===== config.mk =====
export PLATFORM = sky130hd
export DESIGN_NAME = rx_mailbox_bank
export DESIGN_NICKNAME = d
export VERILOG_FILES = /design/src/rtl/mbx_pkg.sv /design/src/rtl/mbx_store.sv /design/src/rtl/mbx_index.sv /design/src/rtl/mbx_read_mux.sv /design/src/rtl/rx_mailbox_bank.sv
export SDC_FILE = /design/constraint.sdc
export NUM_CORES = 1
export LEC_CHECK = 0
export BUFFER_PORTS_ARGS = -buffer_cell sky130_fd_sc_hd__buf_2
export CAP_MARGIN = 20
export CORE_MARGIN = 3
export CORE_UTILIZATION = 36
export DETAILED_ROUTE_END_ITERATION = 12
export HOLD_SLACK_MARGIN = 0.1
export PLACE_DENSITY = 0.6
export SKIP_CTS_REPAIR_TIMING = 1
export SLEW_MARGIN = 20
export SYNTH_ARGS = -nofsm -noshare
export SYNTH_HDL_FRONTEND = slang
export SYNTH_SLANG_ARGS = --single-unit

===== constraint.sdc =====
create_clock -name clk -period 2.9 [get_ports clk]
set_input_delay 0.29 -clock clk [delete_from_list [all_inputs] [get_ports clk]]
set_output_delay 0.29 -clock clk [all_outputs]
set_load 0.02 [all_outputs]

===== src/rtl/mbx_pkg.sv =====
package mbx_pkg;
  typedef enum logic [1:0] {
    RSEL_NONE  = 2'd0,
    RSEL_PTR   = 2'd1,
    RSEL_DATA  = 2'd2
  } rsel_e;
endpackage


===== src/rtl/mbx_store.sv =====
module mbx_store #(
  parameter int NUM_BOX = 8,
  parameter int DATA_W  = 32,
  localparam int IDX_W  = $clog2(NUM_BOX)
) (
  input  logic                           clk,
  input  logic                           rst_n,
  input  logic                           we,
  input  logic [IDX_W-1:0]               wnum,
  input  logic [DATA_W-1:0]              wdata,
  output logic [NUM_BOX-1:0][DATA_W-1:0] boxes
);
  for (genvar g = 0; g < NUM_BOX; g++) begin : g_box
    logic hit;
    assign hit = we && (wnum == IDX_W'(g));
    always_ff @(posedge clk or negedge rst_n) begin
      if (!rst_n)   boxes[g] <= '0;
      else if (hit) boxes[g] <= wdata;
    end
  end
endmodule


===== src/rtl/mbx_index.sv =====
module mbx_index #(
  parameter int NUM_BOX = 8,
  localparam int IDX_W  = $clog2(NUM_BOX),
  localparam logic [IDX_W-1:0] LAST = IDX_W'(NUM_BOX - 1)
) (
  input  logic             clk,
  input  logic             rst_n,
  input  logic             load,
  input  logic [IDX_W-1:0] load_val,
  input  logic             adv,
  output logic [IDX_W-1:0] idx
);
  logic [IDX_W-1:0] stepped;
  logic [IDX_W-1:0] idx_nxt;

  always_comb begin
    stepped = (idx == LAST) ? '0 : idx + 1'b1;
    if (load)     idx_nxt = load_val;
    else if (adv) idx_nxt = stepped;
    else          idx_nxt = idx;
  end

  always_ff @(posedge clk or negedge rst_n) begin
    if (!rst_n) idx <= '0;
    else        idx <= idx_nxt;
  end
endmodule


===== src/rtl/mbx_read_mux.sv =====
module mbx_read_mux
  import mbx_pkg::*;
#(
  parameter int NUM_BOX = 8,
  parameter int DATA_W  = 32,
  localparam int IDX_W  = $clog2(NUM_BOX)
) (
  input  logic                           clk,
  input  logic                           rst_n,
  input  logic                           rd_en,
  input  rsel_e                          rsel,
  input  logic [NUM_BOX-1:0][DATA_W-1:0] boxes,
  input  logic [IDX_W-1:0]               idx,
  output logic                           rvalid,
  output logic [DATA_W-1:0]              rdata
);
  logic [DATA_W-1:0] sel_word;

  always_comb begin
    unique case (rsel)
      RSEL_DATA: sel_word = boxes[idx];
      RSEL_PTR:  sel_word = DATA_W'(idx);
      default:   sel_word = '0;
    endcase
  end

  always_ff @(posedge clk or negedge rst_n) begin
    if (!rst_n) begin
      rvalid <= 1'b0;
      rdata  <= '0;
    end else begin
      rvalid <= rd_en;
      if (rd_en) rdata <= sel_word;
    end
  end
endmodule


===== src/rtl/rx_mailbox_bank.sv =====
module rx_mailbox_bank
  import mbx_pkg::*;
#(
  parameter int NUM_BOX  = 8,
  parameter int DATA_W   = 32,
  parameter int ADDR_W   = 8,
  parameter logic [ADDR_W-1:0] PTR_OFS  = 8'h20,
  parameter logic [ADDR_W-1:0] DATA_OFS = 8'h24,
  localparam int IDX_W   = $clog2(NUM_BOX)
) (
  input  logic              clk,
  input  logic              rst_n,
  input  logic              usb_wr_valid,
  output logic              usb_wr_ready,
  input  logic [IDX_W-1:0]  usb_wr_num,
  input  logic [DATA_W-1:0] usb_wr_data,
  input  logic              cpu_rd_en,
  input  logic [ADDR_W-1:0] cpu_rd_addr,
  input  logic              cpu_wr_en,
  input  logic [ADDR_W-1:0] cpu_wr_addr,
  input  logic [DATA_W-1:0] cpu_wr_data,
  output logic              cpu_rd_valid,
  output logic [DATA_W-1:0] cpu_rd_data
);
  logic [NUM_BOX-1:0][DATA_W-1:0] boxes;
  logic [IDX_W-1:0]               cur_idx;
  rsel_e                          rsel;
  logic                           ptr_load;
  logic                           data_rd;
  logic                           usb_take;

  always_ff @(posedge clk or negedge rst_n) begin
    if (!rst_n) usb_wr_ready <= 1'b0;
    else        usb_wr_ready <= 1'b1;
  end

  assign usb_take = usb_wr_valid && usb_wr_ready;
  assign ptr_load = cpu_wr_en && (cpu_wr_addr == PTR_OFS);

  always_comb begin
    if (cpu_rd_addr == DATA_OFS)     rsel = RSEL_DATA;
    else if (cpu_rd_addr == PTR_OFS) rsel = RSEL_PTR;
    else                             rsel = RSEL_NONE;
  end

  assign data_rd = cpu_rd_en && (rsel == RSEL_DATA);

  mbx_store #(.NUM_BOX(NUM_BOX), .DATA_W(DATA_W)) u_store (
    .clk   (clk),
    .rst_n (rst_n),
    .we    (usb_take),
    .wnum  (usb_wr_num),
    .wdata (usb_wr_data),
    .boxes (boxes)
  );

  mbx_index #(.NUM_BOX(NUM_BOX)) u_index (
    .clk      (clk),
    .rst_n    (rst_n),
    .load     (ptr_load),
    .load_val (cpu_wr_data[IDX_W-1:0]),
    .adv      (data_rd),
    .idx      (cur_idx)
  );

  mbx_read_mux #(.NUM_BOX(NUM_BOX), .DATA_W(DATA_W)) u_rmux (
    .clk    (clk),
    .rst_n  (rst_n),
    .rd_en  (cpu_rd_en),
    .rsel   (rsel),
    .boxes  (boxes),
    .idx    (cur_idx),
    .rvalid (cpu_rd_valid),
    .rdata  (cpu_rd_data)
  );
endmodule


# [Word level (Yosys, flattened, before mapping)]
# Cells that the tools add are included.
[totals] reg_bits=293 latch_bits=0 ram_bits=0 mem_bits_ro=0 in_bits=88 output_inout_bits=34 elab_cells=48 n_memories=0
[op_classes] n_addsub=1 n_mul=0 div_mod_pow=0 n_lt_le_gt_ge=1 n_eq_ne=13 shift=0 n_mux=8 bitwise_logic=0 n_reduce_logical=13
[ops] cell="$bmux W32 S3" n=1
[ops] cell="$pmux W32 S2" n=1
[ops] cell="$mux W32" n=1
[ops] cell="$eq A8 B6 Y1 const B" n=3
[ops] cell="$eq A3 B3 Y1 const B" n=5
[ops] cell="$logic_and A1 B1 Y1" n=11
[ops] cell="$mux W3" n=3
[ops] cell="$eq A3 B2 Y1 const B" n=2
[ops] cell="$lt A3 B4 Y1 const B" n=1
[ops] cell="$add A3 B1 Y3 const B" n=1
[ops] cell="$eq A3 B1 Y1 const B" n=1
[ops] cell="$logic_not A3 Y1" n=1
[ops] cell="$eq A2 B1 Y1 const B" n=1
[ops] cell="$eq A2 B2 Y1 const B" n=1
[ops] cell="$mux W2" n=1
[ops] cell="$reduce_bool A2 Y1" n=1
[ops] cell="$mux W1" n=1

# [Logic depth before layout (Yosys ltp)]
[depth] depth_word=7 depth_mapped=6 depth_no_buf=5

# [Modules after synthesis]
# From an unflattened synthesis, not the netlist that was laid out.
[unflattened] cells_unflattened=896 area_unflattened_um2=13230.2
[by_module_without_submodules] module="mbx_store" n_inst=1 cells_each=551 area_each_um2=9620.5 seq_area_each_um2=6406.1
[by_module_without_submodules] module="mbx_read_mux" n_inst=1 cells_each=315 area_each_um2=3320.7 seq_area_each_um2=825.8
[by_module_without_submodules] module="mbx_index" n_inst=1 cells_each=17 area_each_um2=176.4 seq_area_each_um2=75.1
[by_module_without_submodules] module="rx_mailbox_bank" n_inst=1 cells_each=13 area_each_um2=112.6 seq_area_each_um2=25.0

# [Least setup slack after synthesis]
# No wires, ideal clock.
[synth_timing] kind="reg-to-reg" start="register u_index.idx[0]" end="register u_rmux.rdata[28]" setup_time_ns=0.141 arrival_ns=1.544 required_ns=2.759 setup_slack_ns=1.215 stages_incl_launch_ff=7 path_buffers=3 period_less_slack_ns=1.685 cell_sequence="dfrtp_1 > buf_2 > buf_4 > buf_4 > mux4_2 > mux2i_1 > o22ai_1"
[synth_via] elab_chain_cells=3
[synth_lines] element="from (decl)" line="mbx_index.sv:11" text="output logic [IDX_W-1:0] idx"
[synth_lines] element="from (signal assigned)" line="mbx_index.sv:25" text="else idx <= idx_nxt;"
[synth_lines] element="$bmux W32 S3" line="mbx_read_mux.sv:21" text="RSEL_DATA: sel_word = boxes[idx];"
[synth_lines] element="$mux W32 (not written as such)" line="mbx_read_mux.sv:21"
[synth_lines] element="$pmux W32 S2" line="mbx_read_mux.sv:20" text="unique case (rsel)"
[synth_lines] element="to (signal assigned)" line="mbx_read_mux.sv:33" text="if (rd_en) rdata <= sel_word;"
[synth_lines] element="to (decl)" line="mbx_read_mux.sv:15" text="output logic [DATA_W-1:0] rdata"
# No other way between the ends. The select of a mux whose other input is x is not followed.
# A chain may end at the register's enable or synchronous reset.

# [Worst setup path after layout]
[layout_timing] start="input port cpu_rd_addr[7]" end="register u_rmux.rdata[2]"
[layout_via] elab_chain_cells=5 word_cells_on_any_way=7 cone_classes="4 x eq/ne; 3 x mux"
[layout_lines] element="from (decl)" line="rx_mailbox_bank.sv:18" text="input logic [ADDR_W-1:0] cpu_rd_addr,"
[layout_lines] element="$eq A8 B6 Y1" line="rx_mailbox_bank.sv:42" text="else if (cpu_rd_addr == PTR_OFS) rsel = RSEL_PTR;"
[layout_lines] element="$mux W1" line="rx_mailbox_bank.sv:42"
[layout_lines] element="$mux W2 (*)" line="rx_mailbox_bank.sv:41" text="if (cpu_rd_addr == DATA_OFS) rsel = RSEL_DATA;"
[layout_lines] element="$eq A2 B1 Y1 or $eq A2 B2 Y1 (tied branches)" line="mbx_read_mux.sv:20"
[layout_lines] element="$pmux W32 S2 (*)" line="mbx_read_mux.sv:20"
# Mark *: on every way between the ends. The rest lies on a longest branch, timed or not.

==> metrics <==
net switching fraction of the power=23.56%; Worst Hold Launch=usb_wr_data[31]; Startpoint Class=input port; most common cell after layout, fill and taps aside=dfrtp_1; Tmin final=2.503 ns; Vias/cell=5.115; Overall Power=0.01146 W; CTS Buf Count=31; CTS max path bufs=3; first-pass GRT wire length=45040 um; power density over cell area=741.3 mW/mm^2; DRC Markers=0; register area share after synthesis=56.98%; Rows=68; core area=0.03488 mm^2; htree depth=1; clock slew at reported path FFs=0.06 ns; RSZ-0062 raised after global routing=no; register area=0.007338 mm^2; highest clock rate=0.3995 GHz; final-report setup violation count=0; CP Launch Point=cpu_rd_addr[7]; Wirelength per Cell=19.89 um; Mapped Cells=810; DRT iter0 DRCs=260; largest net degree at the start of global routing=74; initial antenna violation count=0; Root Buffer=clkbuf_16; Placer Congestion=0.7250; r2r startpoint=u_index.idx[0]; setup TNS=0 ns; worst-path fanout max=6; Worst Reg-to-Reg Cells=6; gr usage total=14.77%; leak pwr=6.556 nW; vias post-DR=7279; DRT Pass-1 Iters=4; Routed WL=28300 um; CTS tree=done; layout cells sized above 1=51.55%; Final #Nets=1035; number of hold violations in the final report=0; Synth Register Bits=293; Max Slew Vio Count=0; Fill cells=3171; placed inst area=0.01399 mm^2; I/O Buffers=92; Logic pwr share=16.9%; slew margin rel.=47.79%; Congestion Overflow GR=0; clk_lat worst skew=0.55 ns; Initial Util=36.89%; Post-Syn Area=0.01287 mm^2; pre-CTS setup slack=0.6260 ns; sequential power share=46.8%; commonest non-fill, non-tap cells in the layout=290 x dfrtp_1, 256 x mux2_2, 91 x buf_2; Synth cell types=35; Area growth, synth to finish=20.18%; Sink Count=293; skew final=0.009993 ns; Setup CP Type=in2reg; Synth Area per Inst=15.89 um^2; die area=0.03805 mm^2; WP data arrival=2.96 ns; Clk network pwr share=36.3%; status=completed; DRT antenna net count=0; internal power=0.008764 W; io pins=122; area occupied by multi-input gates=0.005229 mm^2; max-cap violations=0; net count after synthesis=900; Post-Layout Cell Count=1423; worst IR drop on VDD=0.4892 mV; r2r setup slk=0.56 ns; Worst Hold Class=in2reg; critical path capture point type=flop; number of synthesis warnings=0; Final period util=86.32%; Die W=195.1 um; post-route cell area=0.01547 mm^2; Worst EP required=3.35 ns; Worst-Margin Slew=0.7832 ns; placed cells=1328; setup slack after layout=0.3968 ns; post-detail-place hpwl=16320 um; Die Ht=195.1 um; switching power=0.002701 W; vias in the first global route=7773; Hold Crit Depth=2
-- layout make-up --
type                    instances  area share [%]
clock inverters                11           1.213
inverters                      30          0.7281
clock buffers                  43           5.760
diodes                          2         0.03236
repair buffers                154           7.330
multi-input cells             435           33.81
well taps                     455           3.681
flip-flops and latches        293           47.45
-- state kept, by name, summed over array words and instances, names as in the netlist --
register       count
usb_wr_ready       1
u_rmux.rdata      32
u_rmux.rvalid      1
u_store.boxes    256
u_index.idx        3
-- cells by family after synthesis --
group                      count (synthesis)  synth area share [%]
muxes                                    353                 35.99
DFF                                      293                 56.98
buffers and inverters                     82                 2.761
AOI/OAI and AO/OA                         42                 2.149
and+or+nand+nor                           37                 1.896
adders and majority gates                  2                0.1944
other                                      1               0.02914
-- final timing paths --
check,endpoint
min in group asynchronous,u_store.boxes[205]
worst max register to register,u_index.idx[0]
worst min-delay path,u_store.boxes[255]
worst min register to register,u_rmux.rdata[2]
max in group asynchronous,u_store.boxes[198]
worst max-delay path,u_rmux.rdata[2]
-- critical path: stages --
cell	delay (ns)
dlygate4sd3_1	0.53
buf_2	0.13
nor4b_2	0.52
dlygate4sd3_1	0.64
nand2_1	0.04
dlygate4sd3_1	0.57
o31ai_1	0.23
-- per-stage QoR --
stage / utilization (%) / hold slack (ns)
2_1_floorplan: - / -0.005591
3_3_place_gp: 40.11 / 0.3020
3_5_place_dp: 40.11 / 0.3068
4_1_cts: 43.20 / -0.2832
5_1_grt: 44.32 / 0.1081
6_report: 44.34 / 0.09777
-- power by group through the flow --
stage          registers, W  logic, W  clock network (W)
3_3_place_gp        0.00541   0.00188                  0
6_report            0.00537   0.00194            0.00416
4_1_cts             0.00538   0.00193            0.00428
2_1_floorplan       0.00525   0.00153                  0
5_1_grt             0.00548   0.00212            0.00445
3_5_place_dp        0.00545   0.00193                  0
-- Yosys cell counts --
cell type | count | area share, %
clkbuf_1 | 13 | 0.38
nand3b_1 | 1 | 0.058
mux2i_1 | 33 | 2.6
a41oi_1 | 2 | 0.14
mux2_1 | 2 | 0.17
nand3_1 | 2 | 0.078
mux4_2 | 62 | 11
mux2_2 | 256 | 22
ha_1 | 2 | 0.19
dfrtp_1 | 293 | 57
and2_1 | 1 | 0.049
buf_2 | 32 | 1.2
or2_2 | 1 | 0.049
inv_1 | 30 | 0.88
or3_1 | 4 | 0.19
nor4b_2 | 2 | 0.23
buf_4 | 2 | 0.12
a31oi_1 | 3 | 0.15
buf_1 | 5 | 0.15
a32o_1 | 1 | 0.078
o31ai_1 | 4 | 0.23
a221oi_1 | 1 | 0.068
or4bb_1 | 1 | 0.087
conb_1 | 1 | 0.029
and3_1 | 1 | 0.049
nor2b_1 | 3 | 0.15
or4_1 | 1 | 0.058
o21ai_0 | 2 | 0.078
nor4_1 | 3 | 0.15
o22ai_1 | 29 | 1.4
nand4_1 | 2 | 0.097
nand2b_1 | 3 | 0.15
nor2_1 | 7 | 0.20
nand2_1 | 3 | 0.087
or4b_4 | 2 | 0.21
-- layer usage --
layer / share of wire (%) / GRT usage (%)
met1: 45 / 20.01
met2: 50 / 25.50
met3: 2.5 / 2.157
met4: 1.9 / 3.010
met5: 0 / 0
Note: power is estimated with default switching activity, not from simulation.
